**config.mk**
```make
export PLATFORM = sky130hd
export DESIGN_NAME = rx_runlen_mon
export DESIGN_NICKNAME = d
export VERILOG_FILES = /design/src/rtl/rlm_pkg.sv /design/src/rtl/rlm_cond.sv /design/src/rtl/rlm_thr_clamp.sv /design/src/rtl/rlm_run_scan.sv /design/src/rtl/rx_runlen_mon.sv
export SDC_FILE = /design/constraint.sdc
export NUM_CORES = 1
export LEC_CHECK = 0
export ABC_AREA = 1
export BUFFER_PORTS_ARGS = -buffer_cell sky130_fd_sc_hd__buf_2
export CAP_MARGIN = 20
export CORE_MARGIN = 2
export CORE_UTILIZATION = 40
export CTS_BUF_LIST = sky130_fd_sc_hd__clkbuf_4 sky130_fd_sc_hd__clkbuf_8 sky130_fd_sc_hd__clkbuf_16
export DETAILED_ROUTE_END_ITERATION = 8
export PLACE_DENSITY = 0.54
export SLEW_MARGIN = 5
export SYNTH_ARGS = -nofsm -noshare
export SYNTH_HDL_FRONTEND = slang
export SYNTH_SLANG_ARGS = --single-unit
```
**constraint.sdc**
```tcl
create_clock -name clk -period 23.6 [get_ports clk]
set_input_delay 3.54 -clock clk [delete_from_list [all_inputs] [get_ports clk]]
set_output_delay 3.54 -clock clk [all_outputs]
set_load 0.005 [all_outputs]
```
**src/rtl/rlm_pkg.sv**
```systemverilog
// Package: width-dependent run limits shared by the monitor and its checker.
// Assumes W is one of 8, 10, 16 or 20.
package rlm_pkg;
    // Smallest legal run limit for word width w.
    function automatic int run_min(input int w);
        return w / 2;
    endfunction

    // Largest legal run limit for word width w.
    function automatic int run_max(input int w);
        return (w <= 10) ? 16 * w : 32 * w;
    endfunction
endpackage

```
**src/rtl/rlm_cond.sv**
```systemverilog
// Word conditioner: optional complement of every bit, followed by an optional
// end-to-end mirror of the bit order. Purely combinational.
// Assumes the enables are stable for the cycle the word is accepted.
module rlm_cond #(
    parameter int W = 10
) (
    input  logic [W-1:0] din,
    input  logic         inv_en,
    input  logic         rev_en,
    output logic [W-1:0] dout
);
    logic [W-1:0] pol;
    logic [W-1:0] mir;

    // Complement the word when polarity correction is enabled.
    always_comb pol = din ^ {W{inv_en}};

    // Mirror the bit order, one wire per bit.
    for (genvar i = 0; i < W; i++) begin : g_mir
        assign mir[i] = pol[W-1-i];
    end

    // Select the mirrored or the straight word.
    always_comb dout = rev_en ? mir : pol;
endmodule

```
**src/rtl/rlm_thr_clamp.sv**
```systemverilog
// Threshold clamp: pulls the programmed limit into [LO_V, HI_V].
// Assumes HI_V fits in TW bits.
module rlm_thr_clamp #(
    parameter int TW   = 9,
    parameter int LO_V = 5,
    parameter int HI_V = 160
) (
    input  logic [TW-1:0] thr_in,
    output logic [TW-1:0] thr_out
);
    localparam logic [TW-1:0] LO = TW'(LO_V);
    localparam logic [TW-1:0] HI = TW'(HI_V);

    // Clamp to the nearest legal bound.
    always_comb begin
        if (thr_in < LO)      thr_out = LO;
        else if (thr_in > HI) thr_out = HI;
        else                  thr_out = thr_in;
    end
endmodule

```
**src/rtl/rlm_run_scan.sv**
```systemverilog
// Run scanner: walks the word from bit 0 upward, continuing the run held in
// prev_bit/run_cnt. A zero count means that no run is in progress. Reports the
// updated run state and whether any run in the word went beyond the limit.
// Assumes the limit is below the saturation value of the counter.
module rlm_run_scan #(
    parameter int W  = 10,
    parameter int CW = 9
) (
    input  logic [W-1:0]  word,
    input  logic          prev_bit,
    input  logic [CW-1:0] run_cnt,
    input  logic [CW-1:0] limit,
    output logic          nxt_bit,
    output logic [CW-1:0] nxt_cnt,
    output logic          over
);
    localparam logic [CW-1:0] SAT = {CW{1'b1}};

    // Bit-serial scan unrolled across the word.
    always_comb begin
        logic [CW-1:0] c;
        logic          p;
        c    = run_cnt;
        p    = prev_bit;
        over = 1'b0;
        for (int i = 0; i < W; i++) begin
            if (c != '0 && word[i] == p) begin
                if (c != SAT) c = c + 1'b1;
            end else begin
                c = CW'(1);
            end
            p = word[i];
            if (c > limit) over = 1'b1;
        end
        nxt_bit = p;
        nxt_cnt = c;
    end
endmodule

```
**src/rtl/rx_runlen_mon.sv**
```systemverilog
// Parallel receive run-length monitor. Conditions each valid word (polarity,
// bit order), registers it out, and raises a sticky flag when a run of equal
// bits exceeds the clamped limit. Runs span words; idle cycles hold state.
// Assumes W is 8, 10, 16 or 20. Reset is synchronous and active low.
module rx_runlen_mon #(
    parameter int W = 10,
    localparam int RL_MIN = rlm_pkg::run_min(W),
    localparam int RL_MAX = rlm_pkg::run_max(W),
    localparam int CNT_W  = $clog2(RL_MAX) + 1
) (
    input  logic             clk,
    input  logic             rst_n,
    input  logic             clr,
    input  logic             in_vld,
    input  logic [W-1:0]     in_data,
    input  logic [CNT_W-1:0] thresh,
    input  logic             inv_en,
    input  logic             rev_en,
    output logic [W-1:0]     out_data,
    output logic             rlv
);
    logic [W-1:0]     cond_w;
    logic [CNT_W-1:0] lim;
    logic [CNT_W-1:0] cnt_q, cnt_d;
    logic             bit_q, bit_d;
    logic             over;
    logic [W-1:0]     out_q;
    logic             rlv_q;

    rlm_cond #(.W(W)) u_cond (
        .din(in_data), .inv_en(inv_en), .rev_en(rev_en), .dout(cond_w)
    );

    rlm_thr_clamp #(.TW(CNT_W), .LO_V(RL_MIN), .HI_V(RL_MAX)) u_clamp (
        .thr_in(thresh), .thr_out(lim)
    );

    rlm_run_scan #(.W(W), .CW(CNT_W)) u_scan (
        .word(cond_w), .prev_bit(bit_q), .run_cnt(cnt_q), .limit(lim),
        .nxt_bit(bit_d), .nxt_cnt(cnt_d), .over(over)
    );

    // Register run state and output word on accepted words.
    always_ff @(posedge clk) begin
        if (!rst_n) begin
            cnt_q <= '0;
            bit_q <= 1'b0;
            out_q <= '0;
        end else if (in_vld) begin
            cnt_q <= cnt_d;
            bit_q <= bit_d;
            out_q <= cond_w;
        end
    end

    // Sticky violation flag; a new violation wins over a clear.
    always_ff @(posedge clk) begin
        if (!rst_n) rlv_q <= 1'b0;
        else        rlv_q <= (rlv_q & ~clr) | (in_vld & over);
    end

    assign out_data = out_q;
    assign rlv      = rlv_q;
endmodule

```
# Word level (Yosys, flattened, before mapping)
# Index checks and enable logic that the tools add are counted.
[classes] add_sub_neg=10 n_mul=0 div_mod_pow=0 magnitude_cmp=12 n_eq_ne=20 shift=0 n_mux=33 n_bitwise=5 reduce_logical=20
[op_table] operator="$mux 9" n=22
[op_table] operator="$add 9x1->9 const B" n=10
[op_table] operator="$gt 9x9->1" n=10
[op_table] operator="$ne 9x9->1 const B" n=10
[op_table] operator="$reduce_bool 9->1" n=10
[op_table] operator="$eq 1x1->1" n=10
[op_table] operator="$logic_and 1x1->1" n=10
[op_table] operator="$mux 1" n=10
[op_table] operator="$mux 10" n=1
[op_table] operator="$xor 10x10->10" n=1
[op_table] operator="$gt 9x8->1 const B" n=1
[op_table] operator="$lt 9x3->1 const B" n=1
[op_table] operator="$and 1x1->1" n=2
[op_table] operator="$not 1->1" n=1
[op_table] operator="$or 1x1->1" n=1
[word_totals] ff_bits=21 latch_bits=0 ram_bits=0 romBits=0 mem_count=0

# Logic depth before layout (Yosys ltp)
[logic_depth] ltp_word=36 depth_mapped=93 mapped_depth_nobuf=93

# Cells and area by module
# From an unflattened synthesis, not the netlist that was laid out.
[unflattened] hier_cells=1239 hier_area_um2=7180.6
[modules_own_cells] mod="rlm_run_scan" instances=1 cells_per_inst=1046 area_per_inst_um2=5949.5 seq_area_each_um2=0.0
[modules_own_cells] mod="rx_runlen_mon" instances=1 cells_per_inst=93 area_per_inst_um2=805.8 seq_area_each_um2=420.4
[modules_own_cells] mod="rlm_cond" instances=1 cells_per_inst=64 area_per_inst_um2=274.0 seq_area_each_um2=0.0
[modules_own_cells] mod="rlm_thr_clamp" instances=1 cells_per_inst=36 area_per_inst_um2=151.4 seq_area_each_um2=0.0

# Worst setup path after synthesis
# No wires, ideal clock.
[synth_timing] path_type="input to register" startpoint="input in_data[0]" endpoint="register rlv_q, in the netlist rlv" t_arrival_ns=13.938 required_ns=23.468 slack_ns=9.529 path_stages=89 n_path_buf=0 cell_sequence="inv_1 -> nand2_1 -> nand3_1 -> nand2_1 -> nand2_1 -> nand2_1 -> nor2_4 -> nand2_1 -> inv_1 -> ha_1 -> nand4_1 -> nor2_4 -> nand3_4 -> nand2_1 -> nand3_2 -> inv_1 -> ha_1 -> nand3_1 -> (+53 left out) -> ha_1 -> nand4_2 -> inv_2 -> nand3_4 -> nand2_1 -> nand2_1 -> inv_1 -> ha_1 -> a21oi_1 -> o21ai_0 -> a31oi_1 -> o21ai_0 -> a21oi_1 -> nor2_1 -> o32ai_1 -> o2111ai_1 -> o31ai_1 -> a21oi_1"
[synth_via] elab_chain_len=36
[synth_lines] item="start, declared" line="rx_runlen_mon.sv:15" source="input logic [W-1:0] in_data,"
[synth_lines] item="$xor 10x10->10 *" line="rlm_cond.sv:16" source="always_comb pol = din ^ {W{inv_en}};"
[synth_lines] item="$mux 10 *" line="rlm_cond.sv:24" source="always_comb dout = rev_en ? mir : pol;"
[synth_lines] item="$eq 1x1->1" line="rlm_run_scan.sv:27" source="if (c != '0 && word[i] == p) begin"
[synth_lines] item="$logic_and 1x1->1" line="rlm_run_scan.sv:27"
[synth_lines] item="$mux 9" line="rlm_run_scan.sv:27"
[synth_lines] item="$add 9x1->9 (tied with other cells)" line="rlm_run_scan.sv:28" source="if (c != SAT) c = c + 1'b1;"
[synth_lines] item="$mux 9 / $logic_and 1x1->1 (equally long branches)" line="rlm_run_scan.sv:28, rlm_run_scan.sv:27"
[synth_lines] item="$mux 9" line="rlm_run_scan.sv:27"
[synth_lines] item="(+21 left out)"
[synth_lines] item="$add 9x1->9 (tied with other cells)" line="rlm_run_scan.sv:28"
[synth_lines] item="$mux 9 / $logic_and 1x1->1 (equally long branches)" line="rlm_run_scan.sv:28, rlm_run_scan.sv:27"
[synth_lines] item="$mux 9 *" line="rlm_run_scan.sv:27"
[synth_lines] item="net cnt_d[2]" line="rx_runlen_mon.sv:24" source="logic [CNT_W-1:0] cnt_q, cnt_d;"
[synth_lines] item="$gt 9x9->1 *" line="rlm_run_scan.sv:33" source="if (c > limit) over = 1'b1;"
[synth_lines] item="$mux 1 *" line="rlm_run_scan.sv:33"
[synth_lines] item="$and 1x1->1 *" line="rx_runlen_mon.sv:59" source="else rlv_q <= (rlv_q & ~clr) | (in_vld & over);"
[synth_lines] item="$or 1x1->1 *" line="rx_runlen_mon.sv:59"
[synth_lines] item="end signal, assigned" line="rx_runlen_mon.sv:59"
[synth_lines] item="end, declared" line="rx_runlen_mon.sv:28" source="logic rlv_q;"
# Mark *: on every way through the listed nets, which the timed path passes. The rest lies on a longest branch.
# A chain may end at the register's enable or synchronous reset.

# Worst setup path after layout
[layout_timing] startpoint="input inv_en" endpoint="register rlv_q, in the netlist rlv"
[layout_via] elab_chain_len=36
[layout_lines] item="start, declared" line="rx_runlen_mon.sv:17" source="input logic inv_en,"
[layout_lines] item="$xor 10x10->10 *" line="rlm_cond.sv:16"
[layout_lines] item="$mux 10 *" line="rlm_cond.sv:24"
[layout_lines] item="$eq 1x1->1" line="rlm_run_scan.sv:27"
[layout_lines] item="$logic_and 1x1->1" line="rlm_run_scan.sv:27"
[layout_lines] item="$mux 9" line="rlm_run_scan.sv:27"
[layout_lines] item="$add 9x1->9 (tied with other cells)" line="rlm_run_scan.sv:28"
[layout_lines] item="$mux 9 / $logic_and 1x1->1 (equally long branches)" line="rlm_run_scan.sv:28, rlm_run_scan.sv:27"
[layout_lines] item="$mux 9" line="rlm_run_scan.sv:27"
[layout_lines] item="(+21 left out)"
[layout_lines] item="$add 9x1->9 (tied with other cells)" line="rlm_run_scan.sv:28"
[layout_lines] item="$mux 9 / $logic_and 1x1->1 (equally long branches)" line="rlm_run_scan.sv:28, rlm_run_scan.sv:27"
[layout_lines] item="$mux 9 *" line="rlm_run_scan.sv:27"
[layout_lines] item="net cnt_d[2]" line="rx_runlen_mon.sv:24"
[layout_lines] item="$gt 9x9->1 *" line="rlm_run_scan.sv:33"
[layout_lines] item="$mux 1 *" line="rlm_run_scan.sv:33"
[layout_lines] item="$and 1x1->1 *" line="rx_runlen_mon.sv:59"
[layout_lines] item="$or 1x1->1 *" line="rx_runlen_mon.sv:59"
# Marked as above.

==> run metrics <==
leakage=4.798 nW; Post-synth EDFFs=0; Area Growth Syn to Fin=6.270%; instance count of the mapped netlist=1366; fin nets=1525; via count=8565; ant diodes=0; fin area=8504 um2; Final Hold Viols=0; Port-buffer cells=35; # IOs=36; fmax=0.06180 GHz; CTS Root Cell=clkbuf_16; TritonCTS buffer count=3; crit path launch=inv_en; Slew Viols, Final=0; initial core utilization=40.98%; die area=21150 um2; post_cts resized=0; Critical Path RT=23.72 ns; worst hold start=rlv; leading post-synthesis cells by cell area=nand2_1 18%, ha_1 16%, nand3_1 8.8%; Netlist cell types=52; post-layout minimum cycle time=16.18 ns; VDD IR-drop max=0.03076 mV; leading area contributor after synthesis=nand2_1; CTS clk-pin slew, worst paths=0.06 ns; final wirelength=23.30 mm; #FFs+latches synth=20; setup ws final=7.418 ns; worst flop-to-flop path startpoint=cnt_q[1]; commonest non-fill, non-tap cell in the layout=nand2_1; GRT overflow=0; status=completed; Worst Path Max Fanout=13; htree depth=1; post-synthesis area per instance=5.858 um2; RSZ-0062 raised after global routing=false; Rows=51; first-pass GRT wire length=38.63 mm; Worst setup EP type=flip-flop; crit share post-route=68.57%; max-cap violation count=0; Filler cells=2239; CTS Sinks=20; Post-synth top flop=dfxtp_1; Placed Area=8399 um2; Slowest-stage cell, CP=nor2_2; Vias per Instance=5.153; Residual DRC=0; worst reg-to-reg path cell count=89; ANT nets after route=0; CP startpoint kind=input pin; worst hold path type=reg2reg; synth warn=0; commonest cells after routing, fill and taps aside=382 x nand2_1, 176 x inv_1, 141 x nand3_1; DR iter-0 viols=569; Worst path max stage delay=0.43 ns; ys async rst share=0%; setup TNS=0 ns; WS Path Type=in2reg; Routed WL per cell=14.02 um; Horiz. Die Dim=145.4 um; critical path data arrival time=16.30 ns; crit-path most repeated cell=nand2_1; Pwr Density=59.17 nW/um2; Worst setup endpoint=rlv; post-synthesis sequential area ratio=5.003%; Final Skew=0.001722 ns; worst skew pair latency=0.26 ns; share of the synthesized area in the top cell type=17.92%; initial antenna violation count=0; r2r setup slk=10.33 ns; Slew HR=35.40%; slew of the pin with the lowest slew margin=0.9654 ns; GP Congestion=0.9236; Final HPWL DP=19.46 mm; final setup fails=0; core region area=19530 um2; router iterations before antenna repair=5; Post-Place Setup Slack=7.281 ns; Post-CTS Hold Buffers=0; Reg-to-Reg End=rlv; vias in the first global route=7817; Total GRT Usage=21.58%; clk buf depth=2; setup bufs post-CTS=0; Die Height=145.4 um; mapped cell area=8003 um2; Tot Pwr=0.5032 mW; share of layout cells above drive strength 1=14.39%; CTS tree=built; largest net degree at the start of global routing=25
-- flip-flops by register name, summed over array words and instances (netlist names) --
name / flops
bit_q: 1
cnt_q: 9
out_data: 9
rlv: 1
-- cells by family after synthesis --
kind of cell | after synthesis | synth area share, %
xor+xnor | 33 | 3.612
fa+ha+maj | 102 | 15.95
compound gates | 138 | 10.07
other cells | 1 | 0.04686
buf+inv | 225 | 11.79
flops | 20 | 5.003
simple gates | 847 | 53.53
-- synthesized netlist by cell type, types with 2 or more instances --
library cell    n
a221o_1         2
a21o_1          2
nand3_4        11
a21oi_1        55
o21ai_1         4
nand2_2        34
clkbuf_1        5
ha_1          102
a211oi_1        6
dfxtp_1        20
nand4_1        55
nand2_4         3
inv_2          21
nor2_4         21
nor2_1        117
nor2_2         17
nand3_1       141
nand2_1       382
buf_6           8
inv_6           2
o21ai_0        51
inv_4           2
a21oi_2         2
nor3_1         14
clkinv_1        6
nand3b_1        4
o2111ai_1       2
xnor2_1        16
xor2_1         17
nor3_4          2
o21ai_2         2
a21oi_4         3
inv_1         176
nand4_2         3
nand3_2        36
o32ai_1         4
buf_4           3
-- report_power, final --
group          internal [mW]  switching [mW]  leakage, nW  total, mW
clock                 0.0337          0.0138       0.0511     0.0475
sequential            0.0366         0.00297        0.165     0.0396
combinational          0.129           0.287         4.58      0.416
total                  0.199           0.304         4.80      0.503
-- through the flow --
step | cells | utilization (%) | hold slack (ns)
after detailed placement | 1658 | 43.02 | 0.4974
after global placement | 1658 | 43.02 | 0.4908
final | 1662 | 43.55 | 0.5019
after CTS | 1662 | 43.55 | 0.5059
after global routing | 1662 | 43.55 | 0.5333
after floorplan | 1375 | - | 0.4596
-- area by class of cell --
class / instances / area [um2] / share of cell area [%]
flip-flops and latches: 20 / 400.4 / 4.708
inverters: 207 / 792.0 / 9.313
clock buffers: 3 / 75.07 / 0.8827
multi-input cells: 1130 / 6693 / 78.70
well taps: 265 / 331.6 / 3.899
clock inverters: 1 / 30.03 / 0.3531
repair buffers: 36 / 182.7 / 2.148
-- per-layer routing --
layer | up-vias | track usage (%) | wire, um
met2 | 158 | 35.95 | 10330
met1 | 3826 | 31.42 | 11920
met3 | 17 | 1.442 | 839
met5 | - | 0 | 0
li1 | 4564 | - | -
met4 | 0 | 2.549 | 213
-- critical path, delay by kind of cell --
| family | cells | cell delay, ns |
|---|---|---|
| buf+inv | 18 | 2.05 |
| fa+ha+maj | 10 | 2.20 |
| compound gates | 10 | 1.33 |
| simple gates | 51 | 7.19 |
-- worst min-delay path by stage --
| stage | to | cells after the start |
|---|---|---|
| global placement | cnt_q[7] | 2 |
| finish | rlv | 2 |
| floorplan | rlv | 2 |
| detailed placement | rlv | 2 |
| CTS | rlv | 2 |
| global route | cnt_q[6] | 2 |
Power figures use the tool's default switching activity.
